===== config.mk =====
export PLATFORM = sky130hd
export DESIGN_NAME = line_period_timer
export DESIGN_NICKNAME = d
export VERILOG_FILES = /design/src/rtl/lpt_pkg.sv /design/src/rtl/lpt_phase_mux.sv /design/src/rtl/lpt_edge_det.sv /design/src/rtl/lpt_sat_counter.sv /design/src/rtl/line_period_timer.sv
export SDC_FILE = /design/constraint.sdc
export NUM_CORES = 1
export LEC_CHECK = 0
export BUFFER_PORTS_ARGS = -buffer_cell sky130_fd_sc_hd__buf_4
export CORE_AREA = 4 4 96 98
export CTS_CLUSTER_SIZE = 16
export DETAILED_ROUTE_END_ITERATION = 6
export DIE_AREA = 0 0 100 102
export PLACE_DENSITY = 0.44
export SLEW_MARGIN = 20
export SYNTH_ARGS = -nofsm -noshare
export SYNTH_HDL_FRONTEND = slang
export SYNTH_HIERARCHICAL = 1
export SYNTH_SLANG_ARGS = --single-unit

===== constraint.sdc =====
create_clock -name clk -period 6.65 [get_ports clk]
set_clock_uncertainty 0.15 [all_clocks]
set_input_delay 0.3325 -clock clk [delete_from_list [all_inputs] [get_ports clk]]
set_output_delay 0.3325 -clock clk [all_outputs]
set_load 0.05 [all_outputs]

===== src/rtl/lpt_pkg.sv =====
package lpt_pkg;

   // Measurement state of the period timer
   typedef enum logic [1:0] {
      LPT_IDLE = 2'd0,   // no valid phase selected
      LPT_SEEK = 2'd1,   // waiting for the arming crossing
      LPT_RUN  = 2'd2    // counting a full period
   } lpt_state_e;

   localparam int unsigned LPT_CNT_W_DEFAULT = 16;
   localparam int unsigned LPT_NUM_PH_DEFAULT = 3;

endpackage


===== src/rtl/lpt_phase_mux.sv =====
module lpt_phase_mux #(
   parameter int unsigned N_PH  = 3,
   parameter int unsigned SEL_W = 2
) (
   input  logic              clk,
   input  logic              rst_n,
   input  logic [SEL_W-1:0]  sel_i,
   input  logic [N_PH-1:0]   neg_i,
   output logic              sign_o,
   output logic              valid_o,
   output logic              restart_o
);

   localparam int unsigned SEL_CODES = 1 << SEL_W;

   logic [SEL_W-1:0] sel_q;

   always_comb begin
      sign_o = 1'b0;
      for (int k = 0; k < int'(N_PH); k++) begin
         if (int'(sel_i) == k) sign_o = neg_i[k];
      end
   end

   generate
      if (SEL_CODES == N_PH) begin : g_full
         assign valid_o = 1'b1;
      end else begin : g_partial
         assign valid_o = (int'(sel_i) < int'(N_PH));
      end
   endgenerate

   always_ff @(posedge clk or negedge rst_n) begin
      if (!rst_n) sel_q <= '0;
      else        sel_q <= sel_i;
   end

   assign restart_o = (sel_i != sel_q);

endmodule


===== src/rtl/lpt_edge_det.sv =====
module lpt_edge_det (
   input  logic clk,
   input  logic rst_n,
   input  logic stb_i,
   input  logic neg_i,
   input  logic clr_i,
   output logic xing_o
);

   logic prev_neg_q;
   logic prev_ok_q;

   always_ff @(posedge clk or negedge rst_n) begin
      if (!rst_n) begin
         prev_neg_q <= 1'b0;
         prev_ok_q  <= 1'b0;
      end else if (clr_i) begin
         prev_ok_q  <= 1'b0;
      end else if (stb_i) begin
         prev_neg_q <= neg_i;
         prev_ok_q  <= 1'b1;
      end
   end

   assign xing_o = stb_i && prev_ok_q && prev_neg_q && !neg_i && !clr_i;

   // a crossing is only ever seen on a strobe after a negative sample
   assert_xing_on_strobe_R3: assert property (@(posedge clk) disable iff (!rst_n)
      xing_o |-> (stb_i && prev_neg_q));

endmodule


===== src/rtl/lpt_sat_counter.sv =====
module lpt_sat_counter #(
   parameter int unsigned W        = 16,
   parameter bit          SATURATE = 1'b1
) (
   input  logic         clk,
   input  logic         rst_n,
   input  logic         clr_i,
   input  logic         inc_i,
   output logic [W-1:0] cnt_o,
   output logic [W-1:0] cnt_next_o
);

   localparam logic [W-1:0] CNT_MAX = {W{1'b1}};

   logic [W-1:0] cnt_q;

   generate
      if (SATURATE) begin : g_sat
         assign cnt_next_o = (inc_i && cnt_q != CNT_MAX) ? cnt_q + 1'b1 : cnt_q;
      end else begin : g_wrap
         assign cnt_next_o = cnt_q + {{(W-1){1'b0}}, inc_i};
      end
   endgenerate

   always_ff @(posedge clk or negedge rst_n) begin
      if (!rst_n)     cnt_q <= '0;
      else if (clr_i) cnt_q <= '0;
      else            cnt_q <= cnt_next_o;
   end

   assign cnt_o = cnt_q;

   generate
      if (SATURATE) begin : g_sat_chk
         // once full, the count holds until cleared
         assert_no_overflow_R5: assert property (@(posedge clk) disable iff (!rst_n)
            (cnt_q == CNT_MAX && !clr_i) |=> (cnt_q == CNT_MAX));
      end
   endgenerate

endmodule


===== src/rtl/line_period_timer.sv =====
module line_period_timer
   import lpt_pkg::*;
#(
   parameter int unsigned CNT_W    = LPT_CNT_W_DEFAULT,
   parameter int unsigned N_PH     = LPT_NUM_PH_DEFAULT,
   parameter int unsigned SEL_W    = 2,
   parameter bit          SATURATE = 1'b1
) (
   input  logic             clk,
   input  logic             rst_n,
   input  logic             tick_en_i,
   input  logic             smp_stb_i,
   input  logic [N_PH-1:0]  phase_neg_i,
   input  logic [SEL_W-1:0] phase_sel_i,
   output logic [CNT_W-1:0] period_o,
   output logic             period_upd_o
);

   generate
      if (CNT_W < 2 || CNT_W > 32) begin : g_bad_width
         $error("line_period_timer: CNT_W out of range");
      end
      if ((1 << SEL_W) < N_PH || N_PH < 1) begin : g_bad_sel
         $error("line_period_timer: SEL_W too narrow for N_PH");
      end
   endgenerate

   logic             sel_sign;
   logic             sel_valid;
   logic             sel_restart;
   logic             clr_all;
   logic             xing;
   logic [CNT_W-1:0] cnt;
   logic [CNT_W-1:0] cnt_next;
   lpt_state_e       state_q;
   logic [CNT_W-1:0] period_q;
   logic             upd_q;

   lpt_phase_mux #(.N_PH(N_PH), .SEL_W(SEL_W)) u_mux (
      .clk       (clk),
      .rst_n     (rst_n),
      .sel_i     (phase_sel_i),
      .neg_i     (phase_neg_i),
      .sign_o    (sel_sign),
      .valid_o   (sel_valid),
      .restart_o (sel_restart)
   );

   assign clr_all = sel_restart || !sel_valid;

   lpt_edge_det u_edge (
      .clk    (clk),
      .rst_n  (rst_n),
      .stb_i  (smp_stb_i),
      .neg_i  (sel_sign),
      .clr_i  (clr_all),
      .xing_o (xing)
   );

   lpt_sat_counter #(.W(CNT_W), .SATURATE(SATURATE)) u_cnt (
      .clk        (clk),
      .rst_n      (rst_n),
      .clr_i      (clr_all || xing),
      .inc_i      (tick_en_i && state_q == LPT_RUN),
      .cnt_o      (cnt),
      .cnt_next_o (cnt_next)
   );

   always_ff @(posedge clk or negedge rst_n) begin
      if (!rst_n) begin
         state_q <= LPT_SEEK;
      end else if (!sel_valid) begin
         state_q <= LPT_IDLE;
      end else if (sel_restart) begin
         state_q <= LPT_SEEK;
      end else if (xing) begin
         state_q <= LPT_RUN;
      end
   end

   always_ff @(posedge clk or negedge rst_n) begin
      if (!rst_n) begin
         period_q <= '0;
         upd_q    <= 1'b0;
      end else begin
         upd_q <= xing && state_q == LPT_RUN;
         if (xing && state_q == LPT_RUN) period_q <= cnt_next;
      end
   end

   assign period_o     = period_q;
   assign period_upd_o = upd_q;

   // the arming crossing publishes nothing
   assert_arm_silent_R4: assert property (@(posedge clk) disable iff (!rst_n)
      (xing && state_q == LPT_SEEK) |=> !period_upd_o);

   // the output holds between updates
   assert_hold_R6: assert property (@(posedge clk) disable iff (!rst_n)
      !period_upd_o |-> $stable(period_o));

   // a select change suppresses the next pulse
   assert_restart_R7: assert property (@(posedge clk) disable iff (!rst_n)
      sel_restart |=> !period_upd_o);

   // with no valid phase nothing is published
   assert_idle_R8: assert property (@(posedge clk) disable iff (!rst_n)
      !sel_valid |=> !period_upd_o);

   // the update is a single-cycle pulse
   assert_pulse_R9: assert property (@(posedge clk) disable iff (!rst_n)
      period_upd_o |=> !period_upd_o);

   // while running, the count never exceeds the value it publishes
   assert_count_track_R2: assert property (@(posedge clk) disable iff (!rst_n)
      (xing && state_q == LPT_RUN) |=> (period_o >= $past(cnt)));

endmodule


After elaboration in Yosys (flattened, before gate mapping)
Cells that the tools add are included.

word-level totals
  bits in registers = 39
  input bits = 9
  output and inout bits = 17
  word-level logic and storage cells = 41

operators by class
  add/subtract/negate cells = 1
  magnitude comparators = 1
  eq/ne operators = 6
  muxes and demuxes = 10
  bitwise operators = 1
  reductions and logical operators = 15

operators with widths
  kind                     number
  $mux W16                 2
  $add A16 B1 Y16 const B  1
  $ne A16 B16 Y1 const B   1
  $logic_and A1 B1 Y1      7
  $eq A2 B2 Y1 const B     3
  $mux W2                  3
  $mux W1                  5
  $logic_not A1 Y1         3
  $ne A3 B1 Y1 const B     1
  $logic_not A2 Y1         1
  $logic_or A1 B1 Y1       2
  $lt A2 B2 Y1 const B     1
  $ne A2 B2 Y1             1
  $reduce_and A2 Y1        1
  $reduce_bool A2 Y1       1
  $not A1 Y1               1

Logic depth before layout (Yosys ltp)
  word-level depth = 10
  gate-level depth with buffers = 9
  mapped depth without buffers = 8

Cells and area by module
The synthesis kept the hierarchy.

modules (own cells, without submodules)
  module             instances  cells an instance  area each (µm²)  seq. area each (µm²)
  lpt_sat_counter    1          107                1092.3           400.4
  line_period_timer  1          45                 769.5            476.7
  lpt_edge_det       1          7                  97.6             50.0
  lpt_phase_mux      1          9                  97.6             50.0

Worst setup path after synthesis
Ideal clock, no wire load.

  kind = flip-flop to flip-flop
  start = register u_mux.sel_q[0]
  end = register u_cnt.cnt_q[3], in the netlist u_cnt/cnt_o[3]
  library setup time = 0.125 ns
  data arrival time = 1.883 ns
  data required time = 6.375 ns
  path slack = 4.492 ns
  cell stages (with the launch flop) = 10
  buffers on the path = 1
  clock period less this slack = 2.158 ns
  path through = dfrtp_1 xnor2_1 nand2_1 nand2b_1 nor2b_4 and4b_2 or2_2 clkbuf_1 nor2b_1 mux2_4

on the way
  cells in the longest elaborated chain, start to end = 6

RTL lines
  element                 RTL line                 source
  from (decl)             lpt_phase_mux.sv:16      logic [SEL_W-1:0] sel_q;
  from (signal assigned)  lpt_phase_mux.sv:35      else sel_q <= sel_i;
  $ne A2 B2 Y1            lpt_phase_mux.sv:38      assign restart_o = (sel_i != sel_q);
  net sel_restart         line_period_timer.sv:30  logic sel_restart;
  $logic_or A1 B1 Y1      line_period_timer.sv:49  assign clr_all = sel_restart || !sel_valid;
  net clr_all             line_period_timer.sv:31  logic clr_all;
  $logic_not A1 Y1        lpt_edge_det.sv:25       assign xing_o = stb_i && prev_ok_q && prev_neg_q && !neg_i && !clr_i;
  $logic_and A1 B1 Y1     lpt_edge_det.sv:25
  net xing                line_period_timer.sv:32  logic xing;
  $logic_or A1 B1 Y1      line_period_timer.sv:63  .clr_i (clr_all || xing),
  $mux W16                lpt_sat_counter.sv:27    else if (clr_i) cnt_q <= '0;
  to (signal assigned)    lpt_sat_counter.sv:28    else cnt_q <= cnt_next_o;
  to (decl)               lpt_sat_counter.sv:15    logic [W-1:0] cnt_q;

The timed path passes the listed nets, and every way through them passes these cells.
A chain may end at the register's enable or synchronous reset.

Worst setup path in the final report
  start = register u_cnt.cnt_q[0], in the netlist u_cnt/cnt_o[0]
  end = register period_q[1], in the netlist period_o[1]

on the way
  cells in the longest elaborated chain, start to end = 3
  elaborated cells between the ends (all ways) = 4
  those cells by class = add/sub: 1; eq/ne: 1; mux: 1; reduce/logical: 1

RTL lines
  element                                                                  RTL line                 source
  parallel branches: the longest is 2 deep, another holds $add A16 B1 Y16  --
  $mux W16 (*)                                                             lpt_sat_counter.sv:19    assign cnt_next_o = (inc_i && cnt_q != CNT_MAX) ? cnt_q + 1'b1 : cnt_q;
  net cnt_next[1]                                                          line_period_timer.sv:34  logic [CNT_W-1:0] cnt_next;
  to (signal assigned)                                                     line_period_timer.sv:87  if (xing && state_q == LPT_RUN) period_q <= cnt_next;
  to (decl)                                                                line_period_timer.sv:36  logic [CNT_W-1:0] period_q;

Mark *: on every way through the listed nets, which the timed path passes.

==> run summary <==
The count of routing violations after the opening detailed-route iteration came out at 74. Total power for the finished layout comes to 0.435 mW. The run finished with clean final reports. Dividing total power by cell area gives a power density of 177 nW/um2.

The final number of max-transition violations came out at 0. The register-to-register setup slack is 4.29 ns. The signal on the critical path passes through ha_1 -> nand4_2 -> o41ai_4 -> mux2_4 -> mux2_4. Global routing consumed, over all layers together, 9.13% of the routing resources. The routed layout has 1336 vias. Measured against its own limit, the worst slew margin works out to 66.0%.

The congestion estimate from routability-driven global placement came to 0.743. The multiplexer share of the synthesized area came out at 16.3%. The cell count after synthesis came out at 168.

The count of buffering cells on the critical path with inverters included came out at 0. The cell sitting at the root of the clock tree is a clkbuf_8. The count of yosys warnings during synthesis is 6. Setup violations remaining at the end of the flow were counted as 0. The die is 102 um tall.

The overflow left after global routing came out at 0. The insertion delay to the later sink of the worst-skew pair is 0.29 ns. The length in cells of the worst reg-to-reg path came out at 5. The relative area change from synthesis to final layout came out at 19.7%. After synthesis the cells add up to 2060 um2.

Counting flops with an async set or reset pin after synthesis yields a share of 100%. 26 I/O pins were placed. The area of the multi-input gates is 1050 um2.

The data arrival time at the worst-slack endpoint is 2.38 ns. The pin count of the biggest net entering global routing came out at 40. The worst-path maximum fanout came out at 6. Synthesis produced a netlist with a net count of 178. After synthesis, flip-flops and latches occupy 47.5% of the total area. The number of buffers added on ports is 25. The kind of cell with the highest combined delay along the critical path is multiplexers. The max-capacitance violation count is 0.

The final layout contains 208 nets. The effective utilization at floorplan is 24.3%. Of the cells placed in the final design, the portion with a size suffix greater than 1 is 33.7%.

The via count of the first global-routing pass came out at 1405. In this run the critical register-to-register path is launched from u_cnt/cnt_o[0]. The largest individual stage delay along the critical path comes from the cell o41ai_4. The count of instances resized after the clock tree is built is 0. The initialized floorplan defines 34 standard-cell rows.

Along the worst hold path, the cell count comes to 1. The CTS H-tree depth is 2. The longest individual stage delay on the worst path is 0.55 ns. The wire length reported by the detailed router is 4.18 mm. The initial antenna violation count is 0. The placed cell count came out at 298. The kind of end point of the critical path is a flop. The category of the most critical setup path is reg2reg. The xor and xnor fraction of the mapped netlist area is 4.68%. After synthesis, the largest family of logic cells by area is simple AND/OR/NAND/NOR gates. By instance count, the cell type seen most on the critical path is mux2_4.

For the final routed database, the setup TNS stands at 0 ns. The number of clock sinks seen by CTS came out at 39. The required time of the critical path came out at 6.67 ns.

The worst path uses 35.5% of the clock period. The flop and latch count out of synthesis is 39. Leaving out fill and tap cells, the most frequent cells in the layout are 38 x dfrtp_1, 25 x buf_4, 15 x nor2_1. The highest achievable clock rate came out at 424 MHz. The detailed-route vias per instance came out at 4.35. The number of inserted diodes came out at 0. The buffer levels on the longest clock path came out at 2.

The leakage power figure is 1.20 nW. The peak ir drop on the vdd network is 0.0575 mV. The number of flops mapped to enable cells by yosys is 0.

Yosys mapped the design onto 48 distinct sky130hd cell types. The most critical setup path has its startpoint at u_cnt/cnt_o[0]. The worst path needs 2.36 ns of the cycle, external delays included. The type of element launching the critical path is a flop. The total count of hold-check failures in the final report came out at 0. The first global-routing pass estimated 7.44 mm of wire. Registers take 977 um2.

The basic-gate share of the synthesized area counting and, or, nand and nor cells is 23.0%. Setup repair after global routing left no endpoint under its margin. The average wire length per cell after detail routing came out at 13.6 um. The first-pass iteration count of the detailed router came out at 4. The compound-gate portion of the synthesized area came out at 6.27%. The worst register-to-register path ends at period_o[1].

The die footprint is 10200 um2. Buffers inserted during clock tree synthesis total 5. The depth of the critical timing path with buffers and inverters included is 5. The synthesized-area fraction occupied by adder cells is 0.608%. The mean cell area of the mapped netlist is 12.2 um2. The area of the core came out at 8470 um2.

The path class of the tightest hold or removal check is in2reg. TritonCTS built the clock tree. Leaving out fill and tap cells, the most frequent cell in the layout is dfrtp_1. The slew at the pin closest to its max-slew limit is 0.510 ns.

After clock tree synthesis, the clock-pin slew on the worst setup and hold paths is 0.08 ns. The post-route DRC violation count is 0. After legalization and detailed placement, the total HPWL measured 2.86 mm. In this run the worst setup path terminates at period_o[1].

The most common flop cell mapped by yosys is dfrtp_1. In this run the remaining antenna-violating nets after routing total 0. The die is 100 um wide. The count of placed standard cells in the final layout, fillers left out is 307. The final-layout fill cell count is 871. At the end of the flow the core is filled with cells to 29.1%.
[stage by stage]
stage,hold WS (ns),instance area (um2),setup slack [ns]
3_3_place_gp,0.204,2360,4.28
3_5_place_dp,0.211,2360,4.22
4_1_cts,0.0268,2460,4.29
5_1_grt,0.0254,2460,4.14
2_1_floorplan,-0.113,2060,4.49
6_report,0.0377,2460,4.29
[worst min path at each step]
stage	endpoint	from	slack (ns)
6_report	u_mux/sel_q[1]	phase_sel_i[1]	0.04
4_1_cts	u_mux/sel_q[0]	phase_sel_i[0]	0.03
3_3_place_gp	u_cnt/cnt_o[13]	rst_n	0.20
2_1_floorplan	period_o[0]	rst_n	-0.11
5_1_grt	u_mux/sel_q[0]	phase_sel_i[0]	0.03
3_5_place_dp	period_o[13]	rst_n	0.21
[synth_stat cells (2+ instances only)]
master / number / area, um2
clkbuf_1: 2 / 7.51
and2b_1: 2 / 15.0
dfrtp_1: 38 / 951
mux2_4: 12 / 180
nand2_1: 7 / 26.3
mux2_2: 10 / 113
inv_1: 4 / 15.0
a31oi_1: 2 / 12.5
mux2_1: 2 / 22.5
and2_1: 2 / 12.5
nand3_1: 5 / 25.0
a311oi_1: 2 / 17.5
nor4_4: 2 / 42.5
nand2b_1: 2 / 12.5
xor2_1: 2 / 17.5
nor2b_1: 12 / 75.1
nor3_1: 2 / 10.0
and4_1: 2 / 17.5
xnor2_1: 9 / 78.8
nor2_1: 15 / 56.3
mux2i_1: 2 / 20.0
nor4_1: 2 / 12.5
a21oi_1: 2 / 10.0
nand4_1: 2 / 12.5
o2111ai_1: 2 / 17.5
and3_1: 2 / 12.5
[sequential cells by signal (all words and copies together) (netlist names)]
register	count
u_mux/sel_q	2
period_o	16
state_q	2
u_cnt/cnt_o	16
u_edge/prev_neg_q	1
u_edge/prev_ok_q	1
period_upd_o	1
[logic make-up after synthesis]
kind of cell | Yosys count
buffers and inverters | 7
AOI/OAI and AO/OA | 15
DFF | 39
xor gates and xnor gates | 11
and+or+nand+nor | 69
muxes | 26
adders and majority gates | 1
[report_power, final]
group          switching (mW)  internal [mW]
clock                  0.0842         0.0838
sequential            0.00188          0.241
combinational          0.0135         0.0109
[metal layers]
layer,part of all wire (%),track usage [%]
met5,0,0
met4,0.98,2.80
met3,4.2,2.66
met2,43,13.2
met1,52,13.1
[worst register-to-register path: stages, from the launching register on]
cell and delay [ns]:
dfrtp_1 0.43, ha_1 0.25, nand4_2 0.26, o41ai_4 0.55
mux2_4 0.35, mux2_4 0.27
[repair_timing]
action	4_1_cts	5_1_grt
hold buffers	1	0
hold endpoints to repair	38	0
setup buffers	0	0
[area by class of cell]
cell class,count,area share [%]
inverter,4,0.610
timing repair buffer,26,8.03
sequential,39,39.7
multi-input combinational,122,42.5
clock inverter,1,0.203
clock buffer,7,3.51
tap,108,5.49
Note: power is estimated with default switching activity, not from simulation.
